==> src/rtl/mbus_pkg.sv <==
// Package: shared codes and encodings of the multi-bus command processor.
// Assumes: the host and the bit sequencer agree on these codes.
package mbus_pkg;

    // Register offsets
    localparam logic [1:0] RA_CSR  = 2'd0;
    localparam logic [1:0] RA_DATA = 2'd1;
    localparam logic [1:0] RA_CMD  = 2'd2;
    localparam logic [1:0] RA_MON  = 2'd3;

    // Command codes
    localparam logic [3:0] CMD_WAIT   = 4'd0;
    localparam logic [3:0] CMD_WRITE  = 4'd1;
    localparam logic [3:0] CMD_RD_ACK = 4'd2;
    localparam logic [3:0] CMD_RD_NAK = 4'd3;
    localparam logic [3:0] CMD_START  = 4'd4;
    localparam logic [3:0] CMD_STOP   = 4'd5;
    localparam logic [3:0] CMD_SETBUS = 4'd6;

    // Response nibble bits (command register bits 7:4)
    localparam logic [3:0] RSP_COMP = 4'b1000;
    localparam logic [3:0] RSP_NAK  = 4'b0100;
    localparam logic [3:0] RSP_ARB  = 4'b0010;
    localparam logic [3:0] RSP_ERR  = 4'b0001;

    // Byte-level states; the value is what the monitor reports
    typedef enum logic [3:0] {
        BS_IDLE  = 4'd0,
        BS_PEND  = 4'd2,
        BS_START = 4'd3,
        BS_STOP  = 4'd4,
        BS_WRITE = 4'd5,
        BS_READ  = 4'd6,
        BS_WAIT  = 4'd7
    } bstate_e;

    // Bit-sequencer operations
    typedef enum logic [2:0] {
        SQ_NONE   = 3'd0,
        SQ_START  = 3'd1,
        SQ_RSTART = 3'd2,
        SQ_WRITE  = 3'd3,
        SQ_READ   = 3'd4,
        SQ_STOP   = 3'd5
    } sq_op_e;

endpackage

==> src/rtl/mbus_wait_timer.sv <==
// Module: mbus_wait_timer
// Counts a loaded 8-bit value down to zero, one step per TICK_CYC clocks.
// Assumes: load is a single-cycle strobe; zero is high whenever the count is 0.
module mbus_wait_timer #(
    parameter int TICK_CYC = 50
) (
    input  logic       clk,
    input  logic       rst_n,
    input  logic       load,
    input  logic [7:0] count_in,
    output logic       zero
);
    localparam int DIV_W = (TICK_CYC > 1) ? $clog2(TICK_CYC) : 1;
    localparam logic [DIV_W-1:0] DIV_TOP = DIV_W'(TICK_CYC - 1);

    logic [7:0]       cnt_q;
    logic [DIV_W-1:0] div_q;

    // Load on strobe, otherwise step the prescaler and count while non-zero
    always_ff @(posedge clk) begin
        if (!rst_n) begin
            cnt_q <= '0;
            div_q <= '0;
        end else if (load) begin
            cnt_q <= count_in;
            div_q <= DIV_TOP;
        end else if (cnt_q != 8'd0) begin
            if (div_q == '0) begin
                cnt_q <= cnt_q - 8'd1;
                div_q <= DIV_TOP;
            end else begin
                div_q <= div_q - 1'b1;
            end
        end
    end

    assign zero = (cnt_q == 8'd0);

    // without a load the count never grows
    cnt_monotone_chk: assert property (@(posedge clk) disable iff (!rst_n)
        (!load && cnt_q != 8'd0) |=> (cnt_q <= $past(cnt_q)));

endmodule

==> src/rtl/mbus_host_regs.sv <==
// Module: mbus_host_regs
// Host-side registers: enable bits, data register, and the read multiplexer.
// Assumes: reads are combinational; data writes are blocked while busy.
module mbus_host_regs
    import mbus_pkg::*;
(
    input  logic       clk,
    input  logic       rst_n,
    input  logic       host_wr,
    input  logic [1:0] host_addr,
    input  logic [7:0] host_wdata,
    output logic [7:0] host_rdata,
    input  logic       busy,
    input  logic       rd_load,
    input  logic [7:0] rd_byte,
    input  logic [3:0] bus_sel,
    input  logic       sel_busy,
    input  logic       captured,
    input  logic [3:0] rsp,
    input  logic [3:0] cmd_last,
    input  logic [7:0] mon,
    output logic       enable,
    output logic [7:0] data_q,
    output logic       cmd_wr
);
    logic irq_en_q;

    // Control bits: core enable and interrupt enable
    always_ff @(posedge clk) begin
        if (!rst_n) begin
            enable   <= 1'b0;
            irq_en_q <= 1'b0;
        end else if (host_wr && host_addr == RA_CSR) begin
            enable   <= host_wdata[7];
            irq_en_q <= host_wdata[6];
        end
    end

    // Data register: host write when idle, received byte on read completion
    always_ff @(posedge clk) begin
        if (!rst_n)
            data_q <= '0;
        else if (rd_load)
            data_q <= rd_byte;
        else if (host_wr && host_addr == RA_DATA && !busy)
            data_q <= host_wdata;
    end

    assign cmd_wr = host_wr && (host_addr == RA_CMD);

    // Read multiplexer
    always_comb begin
        unique case (host_addr)
            RA_CSR:  host_rdata = {enable, irq_en_q, sel_busy, captured, bus_sel};
            RA_DATA: host_rdata = data_q;
            RA_CMD:  host_rdata = {rsp, cmd_last};
            default: host_rdata = mon;
        endcase
    end

    // a data write while busy leaves the data register alone
    data_hold_chk: assert property (@(posedge clk) disable iff (!rst_n)
        (host_wr && host_addr == RA_DATA && busy && !rd_load) |=> $stable(data_q));

endmodule

==> src/rtl/mbus_byte_fsm.sv <==
// Module: mbus_byte_fsm
// Byte-level command engine: accepts one command at a time, issues bit-sequencer
// requests, tracks bus ownership and builds the response nibble.
// Assumes: the sequencer answers every request with exactly one seq_done pulse.
module mbus_byte_fsm
    import mbus_pkg::*;
#(
    parameter int NBUS = 16
) (
    input  logic            clk,
    input  logic            rst_n,
    input  logic            enable,
    input  logic            cmd_wr,
    input  logic [3:0]      cmd_code,
    input  logic [7:0]      data_q,
    input  logic [NBUS-1:0] bus_busy,
    input  logic            timer_zero,
    input  logic            seq_done,
    input  logic            seq_nak,
    input  logic            seq_arb_lost,
    output logic            seq_req,
    output logic [2:0]      seq_op,
    output logic [7:0]      seq_wbyte,
    output logic            seq_ack_bit,
    output logic [3:0]      bus_sel,
    output logic            sel_busy,
    output logic            captured,
    output logic            busy,
    output logic [3:0]      rsp,
    output logic [3:0]      cmd_last,
    output logic [7:0]      mon,
    output logic            timer_load,
    output logic            rd_load
);
    bstate_e     state_q;
    sq_op_e      op_q;
    logic [15:0] busy_pad;

    assign busy_pad = 16'(bus_busy);
    assign sel_busy = busy_pad[bus_sel];
    assign busy     = (state_q != BS_IDLE);
    assign seq_op   = op_q;

    assign timer_load = cmd_wr && enable && !busy && (cmd_code == CMD_WAIT);
    assign rd_load    = enable && (state_q == BS_READ) && seq_done && !seq_arb_lost;

    // Monitor: state nibble (idle splits by ownership) and in-flight operation
    always_comb begin
        mon[7:4] = (state_q == BS_IDLE) ? {3'b000, captured} : state_q;
        mon[3]   = 1'b0;
        mon[2:0] = op_q;
    end

    // Command acceptance, request issue and completion handling
    always_ff @(posedge clk) begin
        if (!rst_n) begin
            state_q     <= BS_IDLE;
            op_q        <= SQ_NONE;
            seq_req     <= 1'b0;
            seq_wbyte   <= '0;
            seq_ack_bit <= 1'b0;
            bus_sel     <= '0;
            captured    <= 1'b0;
            rsp         <= RSP_COMP;
            cmd_last    <= '0;
        end else begin
            seq_req <= 1'b0;
            if (!enable) begin
                state_q  <= BS_IDLE;
                op_q     <= SQ_NONE;
                captured <= 1'b0;
                if (busy) begin
                    rsp <= RSP_COMP | RSP_ERR;
                end else if (cmd_wr) begin
                    cmd_last <= cmd_code;
                    rsp      <= RSP_COMP | RSP_ERR;
                end
            end else if (!busy) begin
                if (cmd_wr) begin
                    cmd_last <= cmd_code;
                    rsp      <= 4'b0000;
                    case (cmd_code)
                        CMD_WAIT: state_q <= BS_WAIT;
                        CMD_WRITE: begin
                            if (captured) begin
                                state_q   <= BS_WRITE;
                                op_q      <= SQ_WRITE;
                                seq_req   <= 1'b1;
                                seq_wbyte <= data_q;
                            end else begin
                                rsp <= RSP_COMP | RSP_ERR;
                            end
                        end
                        CMD_RD_ACK, CMD_RD_NAK: begin
                            if (captured) begin
                                state_q     <= BS_READ;
                                op_q        <= SQ_READ;
                                seq_req     <= 1'b1;
                                seq_ack_bit <= (cmd_code == CMD_RD_ACK);
                            end else begin
                                rsp <= RSP_COMP | RSP_ERR;
                            end
                        end
                        CMD_START: begin
                            if (captured) begin
                                state_q <= BS_START;
                                op_q    <= SQ_RSTART;
                                seq_req <= 1'b1;
                            end else if (sel_busy) begin
                                state_q <= BS_PEND;
                            end else begin
                                state_q <= BS_START;
                                op_q    <= SQ_START;
                                seq_req <= 1'b1;
                            end
                        end
                        CMD_STOP: begin
                            if (captured) begin
                                state_q <= BS_STOP;
                                op_q    <= SQ_STOP;
                                seq_req <= 1'b1;
                            end else begin
                                rsp <= RSP_COMP;
                            end
                        end
                        CMD_SETBUS: begin
                            if (int'(data_q) >= NBUS) begin
                                rsp <= RSP_COMP | RSP_ERR;
                            end else begin
                                bus_sel <= data_q[3:0];
                                rsp     <= RSP_COMP;
                            end
                        end
                        default: rsp <= RSP_COMP | RSP_ERR;
                    endcase
                end
            end else begin
                case (state_q)
                    BS_PEND: begin
                        if (!sel_busy) begin
                            state_q <= BS_START;
                            op_q    <= SQ_START;
                            seq_req <= 1'b1;
                        end
                    end
                    BS_WAIT: begin
                        if (timer_zero) begin
                            state_q <= BS_IDLE;
                            rsp     <= RSP_COMP;
                        end
                    end
                    default: begin
                        if (seq_done) begin
                            state_q <= BS_IDLE;
                            op_q    <= SQ_NONE;
                            if (seq_arb_lost) begin
                                captured <= 1'b0;
                                rsp      <= RSP_COMP | RSP_ARB;
                            end else begin
                                case (state_q)
                                    BS_START: begin
                                        captured <= 1'b1;
                                        rsp      <= RSP_COMP;
                                    end
                                    BS_STOP: begin
                                        captured <= 1'b0;
                                        rsp      <= RSP_COMP;
                                    end
                                    BS_WRITE: rsp <= seq_nak ? (RSP_COMP | RSP_NAK) : RSP_COMP;
                                    default:  rsp <= RSP_COMP;
                                endcase
                            end
                        end
                    end
                endcase
            end
        end
    end

    // requests are single-cycle pulses
    req_pulse_chk: assert property (@(posedge clk) disable iff (!rst_n)
        seq_req |=> !seq_req);

    // command writes while busy do not change the recorded code
    busy_ignore_chk: assert property (@(posedge clk) disable iff (!rst_n)
        (cmd_wr && busy) |=> $stable(cmd_last));

    // the finished bit is only seen in a resting state
    comp_rest_chk: assert property (@(posedge clk) disable iff (!rst_n)
        rsp[3] |-> (state_q == BS_IDLE));

    // ownership is gained only on a sequencer completion
    capture_src_chk: assert property (@(posedge clk) disable iff (!rst_n)
        $rose(captured) |-> $past(seq_done));

    // a disabled core holds no bus
    disable_drop_chk: assert property (@(posedge clk) disable iff (!rst_n)
        !enable |=> !captured);

endmodule

==> src/rtl/mbus_cmd_proc.sv <==
// Module: mbus_cmd_proc (top)
// Multi-bus I2C command processor: host register window over a byte-level
// engine that drives an external bit sequencer.
// Assumes: NBUS <= 16; the bit sequencer produces the bus waveforms.
module mbus_cmd_proc #(
    parameter int NBUS     = 16,
    parameter int TICK_CYC = 50
) (
    input  logic            clk,
    input  logic            rst_n,
    input  logic            host_wr,
    input  logic [1:0]      host_addr,
    input  logic [7:0]      host_wdata,
    output logic [7:0]      host_rdata,
    input  logic [NBUS-1:0] bus_busy,
    output logic            seq_req,
    output logic [2:0]      seq_op,
    output logic [3:0]      seq_bus,
    output logic [7:0]      seq_wbyte,
    output logic            seq_ack_bit,
    input  logic            seq_done,
    input  logic            seq_nak,
    input  logic            seq_arb_lost,
    input  logic [7:0]      seq_rbyte
);
    logic       enable, cmd_wr, busy, rd_load, sel_busy, captured;
    logic       timer_load, timer_zero;
    logic [7:0] data_q, mon;
    logic [3:0] bus_sel, rsp, cmd_last;

    assign seq_bus = bus_sel;

    mbus_host_regs u_regs (
        .clk(clk), .rst_n(rst_n),
        .host_wr(host_wr), .host_addr(host_addr), .host_wdata(host_wdata),
        .host_rdata(host_rdata), .busy(busy), .rd_load(rd_load), .rd_byte(seq_rbyte),
        .bus_sel(bus_sel), .sel_busy(sel_busy), .captured(captured), .rsp(rsp),
        .cmd_last(cmd_last), .mon(mon), .enable(enable), .data_q(data_q), .cmd_wr(cmd_wr)
    );

    mbus_byte_fsm #(.NBUS(NBUS)) u_fsm (
        .clk(clk), .rst_n(rst_n), .enable(enable), .cmd_wr(cmd_wr),
        .cmd_code(host_wdata[3:0]), .data_q(data_q), .bus_busy(bus_busy),
        .timer_zero(timer_zero), .seq_done(seq_done), .seq_nak(seq_nak),
        .seq_arb_lost(seq_arb_lost), .seq_req(seq_req), .seq_op(seq_op),
        .seq_wbyte(seq_wbyte), .seq_ack_bit(seq_ack_bit), .bus_sel(bus_sel),
        .sel_busy(sel_busy), .captured(captured), .busy(busy), .rsp(rsp),
        .cmd_last(cmd_last), .mon(mon), .timer_load(timer_load), .rd_load(rd_load)
    );

    mbus_wait_timer #(.TICK_CYC(TICK_CYC)) u_timer (
        .clk(clk), .rst_n(rst_n), .load(timer_load), .count_in(data_q), .zero(timer_zero)
    );

endmodule

==> config.mk <==
export PLATFORM = sky130hd
export DESIGN_NAME = mbus_cmd_proc
export DESIGN_NICKNAME = d
export VERILOG_FILES = /design/src/rtl/mbus_pkg.sv /design/src/rtl/mbus_wait_timer.sv /design/src/rtl/mbus_host_regs.sv /design/src/rtl/mbus_byte_fsm.sv /design/src/rtl/mbus_cmd_proc.sv
export SDC_FILE = /design/constraint.sdc
export NUM_CORES = 1
export LEC_CHECK = 0
export BUFFER_PORTS_ARGS = -buffer_cell sky130_fd_sc_hd__buf_2
export CAP_MARGIN = 20
export CORE_ASPECT_RATIO = 1.4
export CORE_MARGIN = 3
export CORE_UTILIZATION = 60
export CTS_BUF_LIST = sky130_fd_sc_hd__clkbuf_8 sky130_fd_sc_hd__clkbuf_16
export DETAILED_ROUTE_END_ITERATION = 7
export GPL_TIMING_DRIVEN = 0
export MAX_ROUTING_LAYER = met4
export PLACE_DENSITY = 0.86
export SLEW_MARGIN = 20
export SYNTH_ARGS = -nofsm -noshare
export SYNTH_HDL_FRONTEND = slang
export SYNTH_HIERARCHICAL = 1
export SYNTH_SLANG_ARGS = --single-unit
==> constraint.sdc <==
create_clock -name clk -period 4.83 [get_ports clk]
set_clock_uncertainty 0.2 [all_clocks]
set_input_delay 0.2415 -clock clk [delete_from_list [all_inputs] [get_ports clk]]
set_output_delay 0.2415 -clock clk [all_outputs]
set_load 0.02 [all_outputs]
; Word level (Yosys, flattened, before mapping)
; Index checks and enable logic that the tools add are counted.
; W data, S select, Z words.
[op_classes]
n_addsub = 2
magnitude_cmp = 2
eq_ne = 25
n_mux = 58
bitwise = 4
reduce_logical = 42
[ops]
columns = operator, count
row1 = $mux W4, 21
row2 = $mux W8, 5
row3 = $eq A4 B3 Y1 const B, 7
row4 = $mux W3, 9
row5 = $pmux W8 S3, 1
row6 = $pmux W4 S5, 1
row7 = $mux W6, 3
row8 = $eq A4 B2 Y1 const B, 4
row9 = $pmux W4 S2, 2
row10 = $pmux W4 S4, 1
row11 = $reduce_and A5 Y1, 3
row12 = $ne A3 B3 Y1 const B, 4
row13 = $ne A4 B4 Y1 const B, 3
row14 = $pmux W3 S4, 1
row15 = $logic_and A1 B1 Y1, 10
row16 = $mux W1, 10
row17 = $ne A3 B1 Y1 const B, 3
row18 = $ge A8 B5 Y1 const B, 1
row19 = $logic_not A4 Y1, 2
row20 = $logic_not A8 Y1, 1
row21 = $reduce_and A4 Y1, 2
row22 = $reduce_and A8 Y1, 1
row23 = $reduce_bool A2 Y1, 4
row24 = $reduce_bool A8 Y1, 1
row25 = other kinds (23), 33
[totals]
reg_bits = 54
in_bits = 40
out_inout_bits = 25
word_cells = 148

; Longest topological paths before layout
; Gate-level depths: netlist (run 1).
[logic_depth]
ltp_word = 7
ltp_mapped = 11

; Modules after synthesis
; The synthesis (run 1) kept the hierarchy.
[modules_own_cells]
columns = mod, instances, cells_each, area_each_um2, seq_area_each_um2
row1 = mbus_byte_fsm, 1, 228, 1850.5, 580.6
row2 = mbus_wait_timer, 1, 101, 852.1, 280.3
row3 = mbus_host_regs, 1, 54, 670.6, 200.2

; Worst setup path before layout (run 1)
; OpenSTA, ideal clock, no wires.
[synth_path]
path_kind = flip-flop to output port
startpoint = register u_fsm.bus_sel[0]
endpoint = output port host_rdata[5]
arrival_ps = 2167
t_required_ps = 4388
slack_ps = 2221
path_stages_with_launch = 7
path_buffers = 1
cell_sequence = dfxtp_1 buf_6 mux4_1 mux2_2 mux2i_4 inv_2 mux4_2
[synth_via]
elab_chain_cells = 3
[synth_lines]
columns = element, line_no
row1 = start: declaration, mbus_byte_fsm.sv:25  ; output logic [3:0] bus_sel,
row2 = start signal: assignment, mbus_byte_fsm.sv:130  ; bus_sel <= data_q[3:0];
row3 = $bmux W1 S4, mbus_byte_fsm.sv:40  ; assign sel_busy = busy_pad[bus_sel];
row4 = $mux W1 (not written as such), mbus_byte_fsm.sv:40
row5 = via sel_busy, mbus_cmd_proc.sv:26  ; logic enable, cmd_wr, busy, rd_load, sel_busy, captured;
row6 = $pmux W8 S3, mbus_host_regs.sv:53  ; unique case (host_addr)
row7 = end: declaration, mbus_cmd_proc.sv:14  ; output logic [7:0] host_rdata,
; The timed path passes the listed nets, and every way through them passes these cells. The select of a mux whose other input is x is not followed.

; Final worst setup path (run 1)
; Same ends and word-level chain as after synthesis.

==> metrics.txt, run 1 <==
# TYPE chip_impl_metric gauge
chip_impl_metric{name="postPlaceCellArea",unit="sq um"} 3770
chip_impl_metric{name="max_slew_margin",unit=""} 0.467
chip_impl_info{name="final_cell_mix",value="buf_2, dfxtp_1, a21oi_1"} 1
chip_impl_metric{name="grt_start_max_net_pins",unit=""} 17
chip_impl_info{name="worstHoldPathType",value="input pin to flip-flop"} 1
chip_impl_metric{name="global_route_wire_length_before_repair",unit="um"} 15100
chip_impl_metric{name="first_iter_violations",unit=""} 237
chip_impl_metric{name="std_cell_rows",unit=""} 31
chip_impl_metric{name="syn_area",unit="sq um"} 3370
chip_impl_metric{name="timing_max_transition_violations_final",unit=""} 0
chip_impl_metric{name="track_usage",unit=""} 0.295
chip_impl_metric{name="p_per_area",unit="nW/um^2"} 331
chip_impl_info{name="critical_path.cell_chain",value="buf_6 -> mux4_1 -> mux2_2 -> mux2i_4 -> inv_2 -> mux4_2 -> buf_2"} 1
chip_impl_metric{name="ys_seq_area_frac",unit=""} 0.315
chip_impl_metric{name="timing_worst_slew_pin_value",unit="ns"} 0.793
chip_impl_info{name="most_frequent_standard_cell_in_the_layout_excluding_fill_and_tap_cells",value="buf_2"} 1
chip_impl_metric{name="dp_slack",unit="ns"} 1.70
chip_impl_metric{name="power.leakage",unit="nW"} 1.63
chip_impl_metric{name="drt_pre_antenna_iters",unit=""} 5
chip_impl_info{name="timing.critical_path.to_type",value="output port"} 1
chip_impl_metric{name="clk_path_buf_depth",unit=""} 2
chip_impl_metric{name="place.port_buffers",unit=""} 63
chip_impl_metric{name="finish.net_count",unit=""} 499
chip_impl_metric{name="clk-insertion-delay-late",unit="ns"} 0.30
chip_impl_metric{name="die_height",unit="um"} 94.7
chip_impl_metric{name="ir_drop",unit="mV"} 0.164
chip_impl_metric{name="synth_enable_flop_cells",unit=""} 0
chip_impl_metric{name="synthesis.area_per_instance",unit="sq um"} 8.81
chip_impl_metric{name="worstPathArrival",unit="ns"} 2.64
chip_impl_metric{name="finalSetupViolations",unit=""} 0
chip_impl_metric{name="first_global_vias",unit=""} 3146
chip_impl_metric{name="grt.overflow.total",unit=""} 0
chip_impl_metric{name="ys_types",unit=""} 74
chip_impl_metric{name="design.core.area",unit="sq um"} 5310
chip_impl_metric{name="hold_viol_final",unit=""} 0
chip_impl_metric{name="finalCritPeriodShare",unit=""} 0.638
chip_impl_metric{name="htreeDepth",unit=""} 2
chip_impl_metric{name="die_x",unit="um"} 69.4
chip_impl_metric{name="route.final.wire_length",unit="um"} 9270
chip_impl_metric{name="holdWs",unit="ns"} 0.0192
chip_impl_metric{name="cts-resized-gates",unit=""} 0
chip_impl_info{name="dominantRegCellSynth",value="dfxtp_1"} 1
chip_impl_metric{name="place.gp.congestion",unit=""} 0.955
chip_impl_info{name="critPathLaunchType",value="flip-flop"} 1
chip_impl_metric{name="routed-via-count",unit=""} 3278
chip_impl_metric{name="tritoncts.num_buffers",unit=""} 5
chip_impl_info{name="status",value="finished, final reports clean"} 1
chip_impl_metric{name="final_non_filler_cell_area",unit="sq um"} 3910
chip_impl_metric{name="async_reset_ff_frac",unit=""} 0
chip_impl_metric{name="antenna_left",unit=""} 0
chip_impl_metric{name="drive_above_1_share",unit=""} 0.247
chip_impl_metric{name="fmaxAchievable",unit="MHz"} 325
chip_impl_metric{name="starting_density",unit=""} 0.635
chip_impl_info{name="critical_path_class",value="flip-flop to output port"} 1
chip_impl_metric{name="timing.critical_path.fanout_max",unit=""} 5
chip_impl_info{name="grt_setup_unrepaired",value="false"} 1
chip_impl_metric{name="detailedPlacementHpwl",unit="um"} 7060
chip_impl_metric{name="critical-path-max-stage-delay",unit="ns"} 0.54
chip_impl_metric{name="cts_setup_buffers",unit=""} 0
chip_impl_metric{name="synth-seq-cells",unit=""} 53
chip_impl_metric{name="cts_num_sinks",unit=""} 53
chip_impl_info{name="crit_path_top_delay_cell",value="mux4_1"} 1
chip_impl_info{name="tritoncts",value="yes"} 1
chip_impl_metric{name="critPathRequiredTime",unit="ns"} 4.39
chip_impl_metric{name="antenna_found_initial",unit=""} 0
chip_impl_metric{name="num_antenna_cells",unit=""} 0
chip_impl_metric{name="floorplan.die_area",unit="sq um"} 6570
chip_impl_metric{name="setup_tns",unit="ns"} 0
chip_impl_metric{name="count_of_warnings_emitted_by_yosys",unit=""} 6
chip_impl_metric{name="synthCells",unit=""} 383
chip_impl_metric{name="setup_slack",unit="ns"} 1.75
chip_impl_metric{name="design.portCount",unit=""} 65
chip_impl_metric{name="min_period",unit="ns"} 3.08
chip_impl_metric{name="wl_per_cell",unit="um"} 17.7
chip_impl_metric{name="number_of_maximum_capacitance_violations",unit=""} 0
chip_impl_metric{name="detail_route.vias_per_cell",unit=""} 6.27
chip_impl_metric{name="drc_errors",unit=""} 0
chip_impl_metric{name="clock_transition_time_at_the_flip_flop_clock_pins_of_the_worst_setup_and_hold_paths",unit="ns"} 0.09
chip_impl_metric{name="area_grow_syn2layout",unit="%"} 15.8
chip_impl_info{name="cts_root_buffer",value="clkbuf_8"} 1
chip_impl_metric{name="cts_hold_repair.buffers",unit=""} 2
## cells in the mapped netlist (2+ instances only)
| library cell | n | share of area |
|---|---|---|
| a21o_1 | 3 | 0.0067 |
| a21oi_1 | 31 | 0.046 |
| a22o_1 | 2 | 0.0052 |
| a311oi_1 | 2 | 0.0052 |
| a31oi_1 | 5 | 0.0093 |
| a32oi_1 | 3 | 0.0078 |
| a41oi_1 | 2 | 0.0052 |
| and3_1 | 2 | 0.0037 |
| buf_2 | 7 | 0.010 |
| buf_4 | 5 | 0.011 |
| buf_6 | 4 | 0.013 |
| clkbuf_1 | 19 | 0.021 |
| dfxtp_1 | 53 | 0.31 |
| ha_1 | 3 | 0.011 |
| inv_1 | 14 | 0.016 |
| inv_2 | 2 | 0.0022 |
| mux2_2 | 3 | 0.010 |
| mux2i_1 | 16 | 0.047 |
| mux4_1 | 10 | 0.078 |
| mux4_2 | 2 | 0.013 |
| nand2_1 | 28 | 0.031 |
| nand2b_1 | 10 | 0.019 |
| nand3_1 | 21 | 0.031 |
| nand4_1 | 6 | 0.011 |
| nor2_1 | 22 | 0.024 |
| nor2b_1 | 9 | 0.017 |
| nor3_1 | 10 | 0.015 |
| nor3_2 | 2 | 0.0059 |
| nor3_4 | 2 | 0.0096 |
| nor4_1 | 3 | 0.0056 |
| o21a_1 | 3 | 0.0067 |
| o21ai_0 | 26 | 0.039 |
| o21ai_1 | 2 | 0.0030 |
| o21bai_1 | 2 | 0.0044 |
| o311a_1 | 4 | 0.012 |
| o31ai_1 | 2 | 0.0044 |
| or2_2 | 2 | 0.0037 |
| or3_1 | 4 | 0.0074 |
| or3_2 | 2 | 0.0044 |
## per-stage QoR
step | util | power (mW) | std cells
floorplan | - | 0.883 | 384
global placement | 0.710 | 0.977 | 513
detailed placement | 0.710 | 0.999 | 513
CTS | 0.735 | 1.29 | 523
global route | 0.735 | 1.37 | 523
finish | 0.735 | 1.29 | 523
## sequential cells by signal (all words and copies together), names as in the netlist, 3 cells and up
| register | cells |
|---|---|
| u_fsm/cmd_last | 4 |
| u_timer/cnt_q | 8 |
| u_timer/div_q | 6 |
| u_fsm/bus_sel | 4 |
| u_fsm/seq_op | 3 |
| u_fsm/state_q | 3 |
| u_fsm/rsp | 4 |
| u_regs/data_q | 8 |
| u_fsm/seq_wbyte | 8 |
## cell type report
type                       count  area [sq um]
multi-input combinational    280          2070
clock inverter                 3          42.5
buffer                        35           189
fill                         433          1410
clock buffer                   5          68.8
timing repair buffer          65           335
inverter                      16          60.1
sequential                    53          1060
tap                           66          82.6
## power by group
group	internal (mW)	leakage [nW]	switching [mW]
clock network	0.154	0.0595	0.143
registers	0.476	0.430	0.0445
logic	0.201	1.14	0.276
total	0.830	1.63	0.464
## critical path: cells and delay by family (launching register included)
| family | cells | cell delay (ns) |
|---|---|---|
| mux | 4 | 1.55 |
| buf+inv | 3 | 0.40 |
| flops | 1 | 0.39 |
## routing by layer
metal,up-vias,track usage,routed length (um)
li1,1566,-,-
met1,1557,0.329,3500
met2,124,0.527,4980
met3,31,0.0341,460
met4,0,0.135,321
met5,-,-,0
## cells by family after synthesis
logic type                 Yosys count  share of synthesized area
and+or+nand+nor                    138                      0.240
xor gates and xnor gates             1                    0.00260
DFF                                 53                      0.315
adders and majority gates            3                     0.0111
buffers and inverters               51                     0.0738
muxes                               32                      0.155
other                                1                    0.00111
AOI/OAI and AO/OA                  104                      0.202
## worst paths after layout
kind         slack, ns               end              from  cells after the start
max reg2reg       2.09  u_fsm/state_q[1]  u_timer/cnt_q[0]                     11
min reg2reg       0.27      u_fsm/rsp[3]      u_fsm/rsp[3]                      1
min               0.02  u_regs/data_q[3]      seq_rbyte[3]                      3
max               1.75     host_rdata[5]  u_fsm/bus_sel[0]                      7
Note: power is estimated with default switching activity, not from simulation.
==> inputs of run 2 (changes only) <==
--- a/config.mk
+++ b/config.mk
@@ -5,16 +5,17 @@
 export SDC_FILE = /design/constraint.sdc
 export NUM_CORES = 1
 export LEC_CHECK = 0
+export ABC_AREA = 1
 export BUFFER_PORTS_ARGS = -buffer_cell sky130_fd_sc_hd__buf_2
 export CAP_MARGIN = 20
 export CORE_ASPECT_RATIO = 1.4
 export CORE_MARGIN = 3
-export CORE_UTILIZATION = 60
+export CORE_UTILIZATION = 50
 export CTS_BUF_LIST = sky130_fd_sc_hd__clkbuf_8 sky130_fd_sc_hd__clkbuf_16
 export DETAILED_ROUTE_END_ITERATION = 7
 export GPL_TIMING_DRIVEN = 0
 export MAX_ROUTING_LAYER = met4
-export PLACE_DENSITY = 0.86
+export PLACE_DENSITY = 0.76
 export SLEW_MARGIN = 20
 export SYNTH_ARGS = -nofsm -noshare
 export SYNTH_HDL_FRONTEND = slang
==> constraint.sdc (replaced) <==
create_clock -name clk -period 2.65 [get_ports clk]
set_clock_uncertainty 0.2 [all_clocks]
set_input_delay 0.1325 -clock clk [delete_from_list [all_inputs] [get_ports clk]]
set_output_delay 0.1325 -clock clk [all_outputs]
set_load 0.02 [all_outputs]
==> metrics.txt, run 2 <==
# TYPE chip_impl_metric gauge
chip_impl_metric{name="synthesis.area_per_instance",unit="sq um"} 6.35
chip_impl_metric{name="worst_hold_path.num_cells",unit=""} 5
chip_impl_metric{name="count_of_warnings_emitted_by_yosys",unit=""} 6
chip_impl_metric{name="area_grow_syn2layout",unit="%"} 21.5
chip_impl_metric{name="track_usage",unit=""} 0.256
chip_impl_metric{name="critical-path-max-stage-delay",unit="ns"} 0.58
chip_impl_metric{name="drc_errors",unit=""} 0
chip_impl_metric{name="starting_density",unit=""} 0.529
chip_impl_metric{name="grt_start_max_net_pins",unit=""} 17
chip_impl_metric{name="detailedPlacementHpwl",unit="um"} 6910
chip_impl_metric{name="std_cell_rows",unit=""} 34
chip_impl_metric{name="cts-resized-gates",unit=""} 0
chip_impl_info{name="dominantRegCellSynth",value="dfxtp_1"} 1
chip_impl_metric{name="syn_area",unit="sq um"} 3350
chip_impl_metric{name="critPathBufInv",unit=""} 3
chip_impl_metric{name="synthCells",unit=""} 528
chip_impl_info{name="critPathLaunchType",value="flip-flop"} 1
chip_impl_info{name="synth_top_cells_by_count",value="nand2_1, inv_1, nor2_1"} 1
chip_impl_info{name="timing.rr.end",value="u_regs/data_q[4]"} 1
chip_impl_metric{name="drive_above_1_share",unit=""} 0.188
chip_impl_metric{name="first_iter_violations",unit=""} 310
chip_impl_metric{name="critPathRequiredTime",unit="ns"} 2.65
chip_impl_metric{name="antenna_found_initial",unit=""} 0
chip_impl_info{name="synthMostInstantiatedCell",value="nand2_1"} 1
chip_impl_metric{name="min_period",unit="ns"} 2.37
chip_impl_metric{name="final_non_filler_cell_area",unit="sq um"} 4070
chip_impl_metric{name="tritoncts.num_buffers",unit=""} 5
chip_impl_metric{name="holdWs",unit="ns"} 0.0170
chip_impl_info{name="critical_path.cell_chain",value="nand3_1 -> nor3_1 -> buf_6 -> inv_2 -> nand2_1 -> nand2_1 -> dlygate4sd3_1 -> nand2_1 -> a21oi_1"} 1
chip_impl_metric{name="p_per_area",unit="nW/um^2"} 560
chip_impl_metric{name="ys_types",unit=""} 43
chip_impl_metric{name="clk_path_buf_depth",unit=""} 2
chip_impl_metric{name="die_height",unit="um"} 103
chip_impl_metric{name="hold_viol_final",unit=""} 0
chip_impl_metric{name="fmaxAchievable",unit="MHz"} 421
chip_impl_metric{name="worst-r2r-cell-count",unit=""} 9
chip_impl_metric{name="finish.net_count",unit=""} 665
chip_impl_metric{name="finalCritPeriodShare",unit=""} 0.896
chip_impl_info{name="final_cell_mix",value="nand2_1, buf_2, inv_1"} 1
chip_impl_metric{name="max_slew_margin",unit=""} 0.571
chip_impl_info{name="crit_family",value="buffers and inverters"} 1
chip_impl_metric{name="detail_route.vias_per_cell",unit=""} 5.32
chip_impl_info{name="post-synth-top-area-cell",value="dfxtp_1"} 1
chip_impl_info{name="crit_path_frequent_cell",value="nand2_1"} 1
chip_impl_metric{name="finalSetupViolations",unit=""} 0
chip_impl_metric{name="synth-seq-cells",unit=""} 53
chip_impl_metric{name="first_global_vias",unit=""} 3336
chip_impl_info{name="timing.critical_path.to_type",value="flip-flop"} 1
chip_impl_info{name="grt_setup_unrepaired",value="false"} 1
chip_impl_metric{name="clk-insertion-delay-late",unit="ns"} 0.31
chip_impl_metric{name="postLayoutCoreUtil",unit=""} 0.642
chip_impl_metric{name="design.portCount",unit=""} 65
chip_impl_metric{name="timing_worst_slew_pin_value",unit="ns"} 0.641
chip_impl_metric{name="grt.overflow.total",unit=""} 0
chip_impl_metric{name="routed-via-count",unit=""} 3700
chip_impl_metric{name="timing.critical_path.fanout_max",unit=""} 9
chip_impl_metric{name="route.final.wire_length",unit="um"} 9360
chip_impl_info{name="synth.top_cells.by_area",value="dfxtp_1, nand2_1, nand3_1"} 1
chip_impl_metric{name="report.power.total",unit="mW"} 2.28
chip_impl_metric{name="ir_drop",unit="mV"} 0.300
chip_impl_info{name="status",value="finished, final reports clean"} 1
chip_impl_metric{name="place.gp.congestion",unit=""} 0.951
chip_impl_info{name="critical_path_class",value="flip-flop to flip-flop"} 1
chip_impl_metric{name="ys_seq_area_frac",unit=""} 0.317
chip_impl_metric{name="async_reset_ff_frac",unit=""} 0
chip_impl_metric{name="yosysTopAreaCellShare",unit=""} 0.317
chip_impl_metric{name="setup.reg_to_reg.worst_slack",unit="ns"} 0.28
chip_impl_info{name="whs_endpoint",value="u_regs/irq_en_q"} 1
chip_impl_info{name="cts_root_buffer",value="clkbuf_8"} 1
chip_impl_metric{name="htreeDepth",unit=""} 2
chip_impl_metric{name="antenna_left",unit=""} 0
chip_impl_metric{name="worstPathArrival",unit="ns"} 2.37
chip_impl_info{name="worstHoldPathType",value="input pin to flip-flop"} 1
chip_impl_metric{name="setup_tns",unit="ns"} 0
chip_impl_metric{name="synth_enable_flop_cells",unit=""} 0
chip_impl_info{name="tritoncts",value="yes"} 1
chip_impl_info{name="worst_r2r_startpoint",value="u_regs/enable"} 1
chip_impl_info{name="crit_path_top_delay_cell",value="dfxtp_1"} 1
chip_impl_metric{name="drt_pre_antenna_iters",unit=""} 5
chip_impl_metric{name="num_antenna_cells",unit=""} 0
chip_impl_metric{name="cts_num_sinks",unit=""} 53
chip_impl_metric{name="postPlaceCellArea",unit="sq um"} 3760
chip_impl_metric{name="design.core.area",unit="sq um"} 6340
chip_impl_info{name="most_frequent_standard_cell_in_the_layout_excluding_fill_and_tap_cells",value="nand2_1"} 1
chip_impl_metric{name="floorplan.die_area",unit="sq um"} 7730
chip_impl_info{name="largestRegisters",value="u_fsm/seq_wbyte (8), u_regs/data_q (8), u_timer/cnt_q (8)"} 1
chip_impl_metric{name="number_of_maximum_capacitance_violations",unit=""} 0
chip_impl_metric{name="wl_per_cell",unit="um"} 13.5
chip_impl_metric{name="place.port_buffers",unit=""} 64
chip_impl_metric{name="power.leakage",unit="nW"} 1.99
chip_impl_metric{name="die_x",unit="um"} 75.2
chip_impl_metric{name="clock_transition_time_at_the_flip_flop_clock_pins_of_the_worst_setup_and_hold_paths",unit="ns"} 0.10
chip_impl_metric{name="global_route_wire_length_before_repair",unit="um"} 15000
chip_impl_metric{name="timing_max_transition_violations_final",unit=""} 0
chip_impl_info{name="hold_path.startpoint",value="host_wr"} 1
run 2: cell count changes after synthesis, sizes merged, moves of 11 or more:
cell	before	now
nor2	22	66
nand2	28	155
mux2i	17	0
inv	16	66
mux4	12	0
o21ai	28	39
nand3	23	48
clkbuf	19	6
run 2: area by class of cell:
cell class,instances,area [sq um]
sequential,53,1060
buffer,17,131
timing repair buffer,86,541
fill,597,2270
inverter,68,263
multi-input combinational,391,1900
tap,72,90.1
clock inverter,3,17.5
clock buffer,5,68.8
run 2: worst max path at each step:
| stage | start | end | slack [ns] | cells after the start |
|---|---|---|---|---|
| global route | u_fsm/state_q[1] | u_timer/cnt_q[4] | 0.07 | 12 |
| finish | u_regs/enable | u_regs/data_q[4] | 0.28 | 9 |
| CTS | u_regs/enable | u_regs/data_q[5] | 0.30 | 9 |
| floorplan | u_fsm/state_q[1] | u_timer/cnt_q[7] | 0.63 | 12 |
| global placement | host_addr[1] | u_timer/cnt_q[7] | 0.35 | 13 |
| detailed placement | host_addr[1] | u_timer/cnt_q[7] | 0.30 | 13 |
run 2: what timing repair did:
action	in CTS	in global routing
hold buffers	22	0
endpoints found under the hold margin	18	0
buffers inserted	0	0
run 2: per-stage QoR:
| step | setup WS, ns | cells |
|---|---|---|
| after floorplan | 0.628 | 529 |
| after global placement | 0.350 | 665 |
| after detailed placement | 0.303 | 665 |
| after CTS | 0.298 | 695 |
| after global routing | 0.0684 | 695 |
| final | 0.276 | 695 |
run 2: routing by layer:
metal / vias to the layer above / global-route usage / routed length (um)
li1: 1879 / - / -
met1: 1686 / 0.291 / 3780
met2: 108 / 0.446 / 4840
met3: 27 / 0.0322 / 430
met4: 0 / 0.102 / 303
met5: - / - / 0
run 2: logic make-up after synthesis:
group / share of synthesized area
xor+xnor: 0.00784
other cells: 0.00112
flops: 0.317
simple gates: 0.415
compound gates: 0.130
buf+inv: 0.118
fa+ha+maj: 0.0112
run 2: worst reg2reg max path, stage by stage, from the launching register on:
cell	delay (ns)
dfxtp_1	0.58
nand3_1	0.13
nor3_1	0.29
buf_6	0.19
inv_2	0.09
nand2_1	0.07
nand2_1	0.05
dlygate4sd3_1	0.55
nand2_1	0.07
a21oi_1	0.06
run 2: power by group:
group / internal, mW / total, mW / leakage [nW] / switching [mW]
Combinational: 0.329 / 0.871 / 1.51 / 0.542
Sequential: 0.876 / 0.954 / 0.431 / 0.0773
Clock: 0.183 / 0.456 / 0.0439 / 0.273
Total: 1.39 / 2.28 / 1.99 / 0.893
==> inputs of run 3 (changes only) <==
--- a/config.mk
+++ b/config.mk
@@ -5,7 +5,6 @@
 export SDC_FILE = /design/constraint.sdc
 export NUM_CORES = 1
 export LEC_CHECK = 0
-export ABC_AREA = 1
 export BUFFER_PORTS_ARGS = -buffer_cell sky130_fd_sc_hd__buf_2
 export CAP_MARGIN = 20
 export CORE_ASPECT_RATIO = 1.4
==> metrics.txt, run 3 (synthesis results as in run 1) <==
# TYPE chip_impl_metric gauge
chip_impl_metric{name="hold_viol_final",unit=""} 0
chip_impl_metric{name="drc_errors",unit=""} 0
chip_impl_metric{name="number_of_maximum_capacitance_violations",unit=""} 0
chip_impl_info{name="tritoncts",value="yes"} 1
chip_impl_metric{name="clk_path_buf_depth",unit=""} 2
chip_impl_metric{name="final_non_filler_cell_area",unit="sq um"} 4210
chip_impl_metric{name="finalSetupViolations",unit=""} 1
chip_impl_metric{name="critPathBufInv",unit=""} 2
chip_impl_info{name="critical_path.cell_chain",value="mux4_2 -> mux2_4 -> mux2i_4 -> inv_2 -> mux4_2 -> buf_6"} 1
chip_impl_info{name="timing.rr.end",value="u_fsm/state_q[1]"} 1
chip_impl_metric{name="postPlaceCellArea",unit="sq um"} 3780
chip_impl_metric{name="detailedPlacementHpwl",unit="um"} 6890
chip_impl_metric{name="cts_num_sinks",unit=""} 53
chip_impl_metric{name="design.portCount",unit=""} 65
chip_impl_info{name="timing.critical_path.to_type",value="output port"} 1
chip_impl_info{name="final_cell_mix",value="buf_2, dfxtp_1, a21oi_1"} 1
chip_impl_metric{name="worstPathArrival",unit="ns"} 2.47
chip_impl_metric{name="first_iter_violations",unit=""} 281
chip_impl_metric{name="setup_slack",unit="ns"} -0.152
chip_impl_metric{name="first_global_vias",unit=""} 3166
chip_impl_metric{name="clk-insertion-delay-late",unit="ns"} 0.31
chip_impl_metric{name="antenna_left",unit=""} 0
chip_impl_metric{name="place.port_buffers",unit=""} 63
chip_impl_metric{name="num_antenna_cells",unit=""} 0
chip_impl_metric{name="die_x",unit="um"} 75.4
chip_impl_metric{name="layout.area.seq",unit="sq um"} 1060
chip_impl_metric{name="worst_hold_path.num_cells",unit=""} 3
chip_impl_metric{name="critical-path-max-stage-delay",unit="ns"} 0.51
chip_impl_metric{name="timing_worst_slew_pin_value",unit="ns"} 0.547
chip_impl_metric{name="std_cell_rows",unit=""} 34
chip_impl_metric{name="htreeDepth",unit=""} 2
chip_impl_metric{name="dp_slack",unit="ns"} -0.342
chip_impl_metric{name="fmaxAchievable",unit="MHz"} 357
chip_impl_info{name="worst_r2r_startpoint",value="u_timer/cnt_q[0]"} 1
chip_impl_metric{name="global_route_wire_length_before_repair",unit="um"} 15200
chip_impl_metric{name="design.core.area",unit="sq um"} 6380
chip_impl_metric{name="setup.reg_to_reg.worst_slack",unit="ns"} 0.16
chip_impl_metric{name="power.leakage",unit="nW"} 1.75
chip_impl_metric{name="starting_density",unit=""} 0.529
chip_impl_metric{name="holdWs",unit="ns"} 0.0397
chip_impl_metric{name="multi_input_area",unit="sq um"} 2110
chip_impl_info{name="violations",value="negative setup slack"} 1
chip_impl_metric{name="antenna_found_initial",unit=""} 0
chip_impl_metric{name="place.gp.congestion",unit=""} 0.960
chip_impl_info{name="whs_endpoint",value="u_regs/data_q[2]"} 1
chip_impl_info{name="status",value="finished with violations"} 1
chip_impl_info{name="crit_path_top_delay_cell",value="mux4_2"} 1
chip_impl_info{name="crit_path_frequent_cell",value="mux4_2"} 1
chip_impl_metric{name="tritoncts.num_buffers",unit=""} 5
chip_impl_metric{name="timing_max_transition_violations_final",unit=""} 0
chip_impl_metric{name="drt_pre_antenna_iters",unit=""} 5
chip_impl_info{name="worstHoldPathType",value="input pin to flip-flop"} 1
chip_impl_metric{name="max_slew_margin",unit=""} 0.635
chip_impl_metric{name="floorplan.die_area",unit="sq um"} 7780
chip_impl_info{name="crit_family",value="multiplexers"} 1
chip_impl_metric{name="timing.critical_path.fanout_max",unit=""} 6
chip_impl_metric{name="route.final.wire_length",unit="um"} 9660
chip_impl_metric{name="ir_drop",unit="mV"} 0.331
chip_impl_info{name="cts_root_buffer",value="clkbuf_8"} 1
chip_impl_metric{name="finalCritPeriodShare",unit=""} 1.06
chip_impl_metric{name="worst-r2r-cell-count",unit=""} 11
chip_impl_metric{name="detail_route.vias_per_cell",unit=""} 6.09
chip_impl_info{name="largestRegisters",value="u_fsm/seq_wbyte (8), u_regs/data_q (8), u_timer/cnt_q (8)"} 1
chip_impl_metric{name="clock_transition_time_at_the_flip_flop_clock_pins_of_the_worst_setup_and_hold_paths",unit="ns"} 0.10
chip_impl_metric{name="grt_start_max_net_pins",unit=""} 17
chip_impl_info{name="hold_path.startpoint",value="host_wdata[2]"} 1
chip_impl_metric{name="grt.overflow.total",unit=""} 0
chip_impl_metric{name="die_height",unit="um"} 103
chip_impl_info{name="most_frequent_standard_cell_in_the_layout_excluding_fill_and_tap_cells",value="buf_2"} 1
chip_impl_metric{name="track_usage",unit=""} 0.259
chip_impl_metric{name="wl_per_cell",unit="um"} 17.4
chip_impl_metric{name="drive_above_1_share",unit=""} 0.257
chip_impl_metric{name="min_period",unit="ns"} 2.80
chip_impl_info{name="critPathLaunchType",value="flip-flop"} 1
chip_impl_metric{name="routed-via-count",unit=""} 3376
chip_impl_metric{name="critPathRequiredTime",unit="ns"} 2.32
chip_impl_metric{name="finish.net_count",unit=""} 524
chip_impl_metric{name="area_grow_syn2layout",unit="%"} 24.9
chip_impl_info{name="grt_setup_unrepaired",value="true"} 1
chip_impl_info{name="critical_path_class",value="flip-flop to output port"} 1
chip_impl_metric{name="number_of_filler_instances_in_the_final_layout",unit=""} 522
chip_impl_metric{name="p_per_area",unit="nW/um^2"} 574
==> run 3: cell types whose count changed in the layout (fill, tap and decap cells not counted), sizes merged, moves of 17 or more <==
cell,delta
mux2i,+17
nand3,-25
nand2,-127
nor2,-44
inv,-49
==> run 3: cell type report <==
cell class,instances,area share
clock buffers,5,0.0163
well taps,72,0.0214
repair buffers,92,0.143
inverters,16,0.0143
plain buffers,33,0.0416
flip-flops and latches,53,0.253
clock inverters,3,0.0101
multi-input cells,280,0.500
==> run 3: stage by stage <==
stage / utilization / setup TNS, ns / instances / power, mW
after floorplan: - / 0 / 384 / 1.61
after global placement: 0.593 / -2.33 / 519 / 1.79
after detailed placement: 0.593 / -2.57 / 519 / 1.82
after CTS: 0.655 / -0.156 / 554 / 2.41
after global routing: 0.660 / -0.287 / 554 / 2.56
final: 0.660 / -0.152 / 554 / 2.42
==> run 3: report_power, final <==
part	total [mW]	internal, mW	switching [mW]
clock network	0.557	0.280	0.277
registers	0.948	0.866	0.0816
logic	0.913	0.407	0.505
==> run 3: routing by layer <==
metal,part of all wire,global-route usage
met3,0.049,0.0319
met4,0.024,0.0956
met5,0,-
met1,0.39,0.312
met2,0.54,0.438
==> run 3: tightest hold or removal path: cells and delay by family <==
family / cells / cell delay [ns]
buf+inv: 1 / 0.15
mux: 1 / 0.15
compound gates: 1 / 0.08
==> run 3: worst max path at each step <==
stage / to / depth (start not counted) / startpoint / slack (ns)
after CTS: host_rdata[5] / 6 / u_fsm/bus_sel[0] / -0.16
after floorplan: host_rdata[5] / 6 / u_fsm/bus_sel[0] / 0.15
final: host_rdata[5] / 6 / u_fsm/bus_sel[0] / -0.15
after global routing: host_rdata[5] / 6 / u_fsm/bus_sel[0] / -0.21
after global placement: u_timer/cnt_q[7] / 10 / host_addr[0] / -0.30
after detailed placement: u_timer/cnt_q[7] / 10 / host_addr[0] / -0.34
==> run 3: repair_timing <==
item                                    CTS  global route
hold buffers                             26             0
gates resized for setup                  13             6
buffers inserted                          2             1
pin swaps                                 0             2
endpoints found under the setup margin    5            19
hold endpoints to repair                 13             0
